==> src/rtl/lrc_pkg.sv <==
package lrc_pkg;
  localparam int CHAR_W = 8;
  localparam int LRC_W  = 8;
  localparam int NIB_W  = 4;

  localparam logic [CHAR_W-1:0] CH_COLON = 8'h3A;
  localparam logic [CHAR_W-1:0] CH_CR    = 8'h0D;
  localparam logic [CHAR_W-1:0] CH_LF    = 8'h0A;

  typedef enum logic [1:0] {
    ST_IDLE,
    ST_BODY,
    ST_WAIT_LF
  } lrc_state_e;

  typedef enum logic [2:0] {
    CLS_HEX,
    CLS_START,
    CLS_CR,
    CLS_LF,
    CLS_OTHER
  } char_class_e;
endpackage

==> src/rtl/lrc_accum.sv <==
module lrc_accum
  import lrc_pkg::*;
(
  input  logic             clk,
  input  logic             rst_n,
  input  logic             clr_i,
  input  logic             byte_en_i,
  input  logic [LRC_W-1:0] byte_i,
  output logic [LRC_W-1:0] sum_o,
  output logic [LRC_W-1:0] pend_o,
  output logic             pend_v_o
);
  logic [LRC_W-1:0] sum_q, sum_d;
  logic [LRC_W-1:0] pend_q, pend_d;
  logic             pv_q, pv_d;

  always_comb begin
    sum_d  = sum_q;
    pend_d = pend_q;
    pv_d   = pv_q;
    if (clr_i) begin
      sum_d  = '0;
      pend_d = '0;
      pv_d   = 1'b0;
    end else if (byte_en_i) begin
      // the byte held back is summed only once a newer byte proves it is not the check
      if (pv_q) sum_d = sum_q + pend_q;
      pend_d = byte_i;
      pv_d   = 1'b1;
    end
  end

  always_ff @(posedge clk or negedge rst_n) begin
    if (!rst_n) begin
      sum_q  <= '0;
      pend_q <= '0;
      pv_q   <= 1'b0;
    end else begin
      sum_q  <= sum_d;
      pend_q <= pend_d;
      pv_q   <= pv_d;
    end
  end

  assign sum_o    = sum_q;
  assign pend_o   = pend_q;
  assign pend_v_o = pv_q;
endmodule

==> config.mk <==
export PLATFORM = sky130hd
export DESIGN_NAME = lrc_accum
export DESIGN_NICKNAME = d
export VERILOG_FILES = /design/src/rtl/lrc_pkg.sv /design/src/rtl/lrc_accum.sv
export SDC_FILE = /design/constraint.sdc
export NUM_CORES = 1
export LEC_CHECK = 0
export ABC_CLOCK_PERIOD_IN_PS = 2300
export BUFFER_PORTS_ARGS = -buffer_cell sky130_fd_sc_hd__buf_2
export CAP_MARGIN = 20
export CORE_AREA = 2 2 57 43
export DETAILED_ROUTE_END_ITERATION = 12
export DIE_AREA = 0 0 59 45
export PLACE_DENSITY = 0.75
export SLEW_MARGIN = 30
export SYNTH_ARGS = -nofsm -noshare
export SYNTH_HDL_FRONTEND = slang
export SYNTH_SLANG_ARGS = --single-unit
==> constraint.sdc <==
create_clock -name clk -period 2.3 [get_ports clk]
set_clock_uncertainty 0.15 [all_clocks]
set_input_delay 0.23 -clock clk [delete_from_list [all_inputs] [get_ports clk]]
set_output_delay 0.23 -clock clk [all_outputs]
set_load 0.02 [all_outputs]
[After elaboration in Yosys (flattened, before gate mapping)]
Cells that the tools add are included.
Storage, ports and cells
  word-level logic and storage cells: 14
  bits of input ports: 12
  output and inout bits: 17
  bits in registers: 17
Operators by class
  reductions and logical operators: 3
  multiplexer cells: 7
  $add $sub $neg: 1
Operators by type and width (count)
  8-bit two-way mux: 5
  8-bit adder: 1
  2-bit nonzero test: 2
  1-bit two-way mux: 2
  2-bit AND reduction: 1

[Logic depth before layout (Yosys ltp)]
Gate-level depths: netlist of the first run.
  word-level depth: 4
  mapped depth: 7
  depth with buffers taken out: 7

[Worst setup path before layout of the first run]
Ideal clock, no wire load.
  path kind: reg-to-reg
  start point: register sum_q[0], in the netlist sum_o[0]
  end point: register sum_q[6], in the netlist sum_o[6]
  required time: 2028 ps
  arrival: 1785 ps
  library setup time: 122 ps
  stages on the path, launching flop included: 8
  slack: 244 ps
  clock period less this slack: 2056 ps
  buffers on the path: 0
  cells stage by stage: dfrtp_1 > ha_1 > fa_1 > a21o_1 > a21oi_1 > o21ai_1 > mux2i_1 > nand2_1
Between the ends
  word-level cells in the longest chain between the ends: 4
RTL lines
  start, declared: RTL line lrc_accum.sv:13  | logic [LRC_W-1:0] sum_q, sum_d;
  start signal, assigned: RTL line lrc_accum.sv:39  | sum_q <= sum_d;
  8-bit adder: RTL line lrc_accum.sv:27  | if (pv_q) sum_d = sum_q + pend_q;
  8-bit two-way mux: RTL line lrc_accum.sv:27
  8-bit two-way mux: RTL line lrc_accum.sv:25  | end else if (byte_en_i) begin
  8-bit two-way mux: RTL line lrc_accum.sv:21  | if (clr_i) begin
No other way between the ends. The select of a mux whose other input is x is not followed.
A chain may end at the register's enable or synchronous reset.

[Worst setup path after layout of the first run]
Same ends and word-level chain as after synthesis.

==> impl_metrics.env, run 1 <==
export IMPL_fin_ws_ns=0.204
export IMPL_maxSlewViolCount=0
export IMPL_numCtsBuffers=3
export IMPL_clkSinkCount=17
export IMPL_cp_arrival_ns=2.14
export IMPL_cp_startpoint="sum_o[0]$_DFFE_PN0P_"
export IMPL_clockBufferDepth=2
export IMPL_fp_row_count=14
export IMPL_endpoint_kind="flop"
export IMPL_avgSynthCellArea_sq_um=10.0
export IMPL_grt_pass1_vias=801
export IMPL_cp_start_kind="flop"
export IMPL_first_pass_iters=6
export IMPL_htree_levels=1
export IMPL_synth_edf_count=0
export IMPL_synthCells=100
export IMPL_worstMarginPinSlew_ns=0.391
export IMPL_core_area_sq_mm=0.00207
export IMPL_crit_fanout=3
export IMPL_final_period_utilization_pct=91.1
export IMPL_area_delta_synth_final_pct=17.9
export IMPL_path_class="flop to flop"
export IMPL_rsz0062_at_grt="false"
export IMPL_regToRegSetupSlack_ns=0.20
export IMPL_drt_iter0_markers=9
export IMPL_r2r_end="sum_o[6]$_DFFE_PN0P_"
export IMPL_hold_path_endpoint="pend_o[2]$_DFFE_PN0P_"
export IMPL_globalRouteMet1Util_pct=25.0
export IMPL_drt_vias_per_instance=5.53
export IMPL_use_met2_pct=30.9
export IMPL_die_area_sq_mm=0.00266
export IMPL_vias=846
export IMPL_dp_slack_ns=0.236
export IMPL_synth_distinct_cells=30
export IMPL_die_x_microns=59
export IMPL_r2r_cells=7
export IMPL_fmax_mhz=477
export IMPL_hold_depth=3
export IMPL_outcome="finished clean"
export IMPL_ys_warn_count=0
export IMPL_antenna_found_initial=0
export IMPL_power_leakage_nw=0.629
export IMPL_yosys_most_used_dff="dfrtp_1"
export IMPL_grt_pass1_wl_microns=3660
export IMPL_gr_total_overflow=0
export IMPL_synth_seq_cells=17
export IMPL_place_congestion=0.880
export IMPL_drcViolationCount=0
export IMPL_grt_total_usage_pct=18.7
export IMPL_cts_hold_buffers=1
export IMPL_tns_ns=0
export IMPL_required_ns=2.34
export IMPL_top_usage_layer="met2"
export IMPL_hp_class="input port to flop"
export IMPL_min_delay_start="byte_i[2]"
export IMPL_max_cap_violations=0
export IMPL_clk_latency_ns=0.30
export IMPL_nets=150
export IMPL_numPortBuffers=28
export IMPL_syn_cell_area_sq_mm=0.00100
export IMPL_powerDensity_mw_per_mm2=515
export IMPL_cts_resized_gates=0
export IMPL_fp_dieH_microns=45
export IMPL_finalWirelength_microns=2180
export IMPL_clkTransAtPathRegs_ns=0.11
export IMPL_finalHoldViolCount=0
export IMPL_dp_hpwl_microns=1700
export IMPL_maxSlewHeadroom_pct=73.9
export IMPL_synthArstFlopShare_pct=100
export IMPL_min_period_ns=2.10
export IMPL_grt_max_degree=20
export IMPL_start_util_pct=48.6
export IMPL_cts_tree="done"
export IMPL_use_met3_pct=5.73
export IMPL_avgRoutedWirePerCell_microns=14.2
export IMPL_syn_nets=120
export IMPL_yosysSeqAreaShare_pct=42.3
export IMPL_cts_root_buf="clkbuf_4"
export IMPL_ir_drop_mv=0.379
export IMPL_n_antenna_cell=0
export IMPL_drtAntennaViolNets=0
export IMPL_setup_violations=0
export IMPL_final_layout_size_suffix_gt1_share_pct=27.1
export IMPL_pin_count=29
export IMPL_reg2reg_from="sum_o[0]$_DFFE_PN0P_"
export IMPL_post_cts_setup_buffers=0
-- per-stage QoR --
stage / cells / power, mW / utilization (%) / instance area (sq um) / hold slack, ns
3_5_place_dp: 148 / 0.446 / 55.4 / 1140 / 0.0291
6_report: 153 / 0.610 / 57.3 / 1180 / 0.0179
5_1_grt: 153 / 0.646 / 57.3 / 1180 / 0.0138
2_1_floorplan: 100 / 0.406 / - / 1000 / -0.216
3_3_place_gp: 148 / 0.442 / 55.4 / 1140 / 0.0257
4_1_cts: 153 / 0.619 / 57.3 / 1180 / 0.0113
-- critical path, stage by stage (launching register included) --
cell and delay, ns:
dfrtp_1 0.41, ha_1 0.26, fa_1 0.42, a21o_1 0.19, a21oi_1 0.22, o21ai_1 0.13, mux2i_1 0.15, nand2_1 0.07
-- cells in the final DEF, fill, tap and decap left out, types with 2 or more instances in the layout --
cell type   n
mux2i_1    10
a21oi_1     8
inv_1       2
nand4_1     2
clkbuf_4    3
a21o_1      2
xnor2_1     2
o21ai_1     3
nor3_1      3
nor2_1     11
ha_1        7
nand3_1     3
buf_2      28
dfrtp_1    17
nand2_1    11
-- sequential cells by signal, indices dropped and copies added, names as in the netlist --
name and cells:
pend_v_o 1, sum_o 8, pend_o 8
-- report_power, final --
part           internal, mW  leakage [nW]  switching (mW)
clock network        0.0662        0.0139           0.103
registers             0.312         0.229          0.0139
logic                0.0445         0.386          0.0696
-- metal layers --
layer	share of wire (%)	wire (microns)
met1	50	1080
met2	43	946
met3	6.2	135
met4	0.55	12
met5	0	0
-- cell type report --
cell class	count	area, sq um
Sequential cell	17	425
Inverter	2	7.51
Tap cell	24	30.0
Clock inverter	1	7.51
Fill cell	191	882
Clock buffer	3	22.5
Multi-Input combinational cell	77	542
Timing Repair Buffer	29	150
-- worst max path at each step --
| stage | endpoint | slack, ns | cells after the start |
|---|---|---|---|
| 5_1_grt | sum_o[6]$_DFFE_PN0P_ | 0.10 | 7 |
| 6_report | sum_o[6]$_DFFE_PN0P_ | 0.20 | 7 |
| 3_3_place_gp | sum_o[6]$_DFFE_PN0P_ | 0.31 | 7 |
| 2_1_floorplan | sum_o[6]$_DFFE_PN0P_ | 0.24 | 7 |
| 3_5_place_dp | sum_o[6]$_DFFE_PN0P_ | 0.24 | 7 |
| 4_1_cts | sum_o[6]$_DFFE_PN0P_ | 0.19 | 7 |
-- synthesized netlist by cell type (2+ instances only) --
master | n | area, sq um
a21oi_1 | 8 | 40.0
mux2i_1 | 10 | 100
nand4_1 | 2 | 12.5
a21o_1 | 2 | 15.0
nand2_1 | 11 | 41.3
xnor2_1 | 2 | 17.5
clkbuf_1 | 2 | 7.51
inv_1 | 2 | 7.51
ha_1 | 7 | 87.6
buf_6 | 2 | 22.5
dfrtp_1 | 17 | 425
o21ai_1 | 3 | 15.0
nor3_1 | 3 | 15.0
nand3_1 | 3 | 15.0
nor2_1 | 11 | 41.3
-- logic make-up after synthesis --
logic type	share of synthesized area, %
AOI/OAI and AO/OA	13.2
xor gates and xnor gates	1.74
adders and majority gates	10.7
buffers and inverters	3.74
DFF	42.3
muxes	9.96
and+or+nand+nor	18.3
Power figures use the tool's default switching activity.
==> run 2: changes to the inputs <==
--- a/config.mk
+++ b/config.mk
@@ -5,13 +5,15 @@
 export SDC_FILE = /design/constraint.sdc
 export NUM_CORES = 1
 export LEC_CHECK = 0
-export ABC_CLOCK_PERIOD_IN_PS = 2300
+export ABC_CLOCK_PERIOD_IN_PS = 1800
 export BUFFER_PORTS_ARGS = -buffer_cell sky130_fd_sc_hd__buf_2
 export CAP_MARGIN = 20
-export CORE_AREA = 2 2 57 43
+export CORE_AREA = 2 2 60 45
 export DETAILED_ROUTE_END_ITERATION = 12
-export DIE_AREA = 0 0 59 45
-export PLACE_DENSITY = 0.75
+export DIE_AREA = 0 0 62 47
+export HOLD_SLACK_MARGIN = 0.03
+export PLACE_DENSITY = 0.71
+export SKIP_LAST_GASP = 1
 export SLEW_MARGIN = 30
 export SYNTH_ARGS = -nofsm -noshare
 export SYNTH_HDL_FRONTEND = slang
==> constraint.sdc (replaced) <==
create_clock -name clk -period 1.8 [get_ports clk]
set_clock_uncertainty 0.15 [all_clocks]
set_input_delay 0.18 -clock clk [delete_from_list [all_inputs] [get_ports clk]]
set_output_delay 0.18 -clock clk [all_outputs]
set_load 0.02 [all_outputs]
==> run 2 against run 1 <==
The flow now finishes with violations (setup timing). Non-clock buffer count increased by 25. Register-to-register slack got worse by 0.29 ns. Setup slack got worse by 0.29 ns. Sequential share of layout area down 7.3 points. Utilization up 7.2 points. Final area is 28% higher. Hold slack gained 0.056 ns. Critical path type unchanged. Global-route usage grew 1.9 points. Count of clock-buffer cells in the layout rose by 1. Clock power grew 25%. Largest power group unchanged. Power up 37%.
==> impl_metrics.env, run 2 (synthesis gave the netlist of run 1 again) <==
export IMPL_first_pass_iters=4
export IMPL_final_common_cell="buf_2"
export IMPL_pin_count=29
export IMPL_cts_root_buf="clkbuf_4"
export IMPL_max_cap_violations=0
export IMPL_htree_levels=1
export IMPL_worstMarginPinSlew_ns=0.404
export IMPL_power_leakage_nw=0.733
export IMPL_grt_total_usage_pct=20.6
export IMPL_area_delta_synth_final_pct=50.7
export IMPL_min_period_ns=1.88
export IMPL_grt_max_degree=20
export IMPL_endpoint_kind="flop"
export IMPL_numPortBuffers=28
export IMPL_total_power_mw=0.835
export IMPL_fin_ws_ns=-0.0810
export IMPL_cp_start_kind="flop"
export IMPL_antenna_found_initial=0
export IMPL_grt_pass1_wl_microns=4180
export IMPL_path_class="flop to flop"
export IMPL_vias=954
export IMPL_multi_input_area_sq_um=647
export IMPL_switching_share_pct=29.9
export IMPL_fp_row_count=15
export IMPL_clockBufferDepth=2
export IMPL_power_frac_clock_pct=25.5
export IMPL_setup_violations=2
export IMPL_required_ns=1.88
export IMPL_gr_total_overflow=0
export IMPL_clkTransAtPathRegs_ns=0.10
export IMPL_seqCellArea_sq_um=433
export IMPL_place_congestion=0.839
export IMPL_drtAntennaViolNets=0
export IMPL_num_fill_cells=198
export IMPL_design_area_sq_mm=0.00151
export IMPL_die_area_sq_mm=0.00291
export IMPL_avgRoutedWirePerCell_microns=13.3
export IMPL_cp_common_cell="a21oi_2"
export IMPL_place_area_sq_mm=0.00137
export IMPL_violations="setup timing"
export IMPL_finalHoldViolCount=0
export IMPL_start_util_pct=42.8
export IMPL_maxSlewViolCount=0
export IMPL_seq_power_share_pct=50.5
export IMPL_hp_class="input port to flop"
export IMPL_ir_drop_mv=0.297
export IMPL_cp_arrival_ns=1.96
export IMPL_utilization_pct=64.5
export IMPL_final_cell_mix="28 x buf_2, 17 x buf_4, 11 x nor2_1, 11 x nand2_1, 11 x dfrtp_1"
export IMPL_placed_cells=174
export IMPL_dp_slack_ns=-0.0860
export IMPL_final_layout_size_suffix_gt1_share_pct=44.8
export IMPL_pwr_share_comb_pct=24.0
export IMPL_nets=175
export IMPL_fp_dieH_microns=47
export IMPL_final_instance_count_excl_fill=188
export IMPL_p_switching_mw=0.250
export IMPL_crit_fanout=2
export IMPL_dp_hpwl_microns=1850
export IMPL_core_area_sq_mm=0.00235
export IMPL_rsz0062_at_grt="true"
export IMPL_final_period_utilization_pct=104
export IMPL_die_x_microns=62
export IMPL_drt_iter0_markers=27
export IMPL_critPathMaxStageDelay_ns=0.43
export IMPL_drcViolationCount=0
export IMPL_outcome="complete, but fails checks"
export IMPL_clkSinkCount=17
export IMPL_maxSlewHeadroom_pct=73.1
export IMPL_powerDensity_mw_per_mm2=552
export IMPL_numCtsBuffers=3
export IMPL_n_antenna_cell=0
export IMPL_path_cells="ha_4, fa_2, a21o_1, a21oi_2, xnor2_1, nand2_1, a21oi_2"
export IMPL_fmax_mhz=532
export IMPL_finalWirelength_microns=2500
export IMPL_clk_latency_ns=0.31
export IMPL_drt_vias_per_instance=5.07
export IMPL_p_int_mw=0.585
export IMPL_cp_slowest_cell="dfrtp_2"
export IMPL_grt_pass1_vias=848
export IMPL_cts_tree="done"
[run 2: through the flow]
stage,hold slack [ns],setup TNS [ns]
after floorplan,-0.266,-0.0885
after global placement,-0.0193,-0.176
after detailed placement,-0.0124,-0.199
after CTS,0.0750,-0.164
after global routing,0.109,-0.473
final,0.0735,-0.127
[run 2: final timing paths]
| kind | endpoint | from | slack [ns] | cells past startpoint |
|---|---|---|---|---|
| worst max-delay path | sum_o[4]$_DFFE_PN0P_ | pend_o[0]$_DFFE_PN0P_ | -0.08 | 7 |
| worst min-delay path | pend_o[5]$_DFFE_PN0P_ | byte_en_i | 0.07 | 3 |
| worst max register to register | sum_o[4]$_DFFE_PN0P_ | pend_o[0]$_DFFE_PN0P_ | -0.08 | 7 |
| worst min register to register | pend_o[6]$_DFFE_PN0P_ | pend_o[6]$_DFFE_PN0P_ | 0.41 | 2 |
| max in group asynchronous | sum_o[4]$_DFFE_PN0P_ | rst_n | 1.01 | 2 |
| min in group asynchronous | sum_o[2]$_DFFE_PN0P_ | rst_n | 0.17 | 2 |
[run 2: what timing repair did]
action	4_1_cts	5_1_grt
setup endpoints to repair	3	4
pin swaps	9	3
hold buffers	9	0
setup buffers	1	0
endpoints found under the hold margin	25	0
gates resized for setup	4	1
[run 2: power groups by stage]
stage	Combinational, mW	Sequential [mW]	Clock, mW
after detailed placement	0.182	0.429	0
final	0.201	0.422	0.213
after global routing	0.223	0.424	0.234
after floorplan	0.0858	0.449	0
after global placement	0.179	0.427	0
after CTS	0.200	0.422	0.217
[run 2: area by class of cell]
type | count | share of cell area (%)
clock buffer | 4 | 1.74
inverter | 2 | 0.496
multi-input combinational | 77 | 42.7
sequential | 17 | 28.6
tap | 34 | 2.81
timing repair buffer | 54 | 23.6
[run 2: worst max-delay path, delay by kind of cell, from the launching register on]
kind                       cells  cell delay (ns)
adders and majority gates      2             0.50
xor gates and xnor gates       1             0.15
DFF                            1             0.43
and+or+nand+nor                1             0.09
AOI/OAI and AO/OA              3             0.49
[run 2: per-layer routing]
metal / track usage (%) / routed length, microns / part of all wire, % / up-vias
met5: 0 / 0 / 0 / -
met4: 7.66 / 39 / 1.6 / 0
met3: 6.61 / 128 / 5.1 / 5
met2: 28.5 / 1070 / 43 / 26
met1: 29.9 / 1270 / 51 / 452
li1: - / - / - / 471
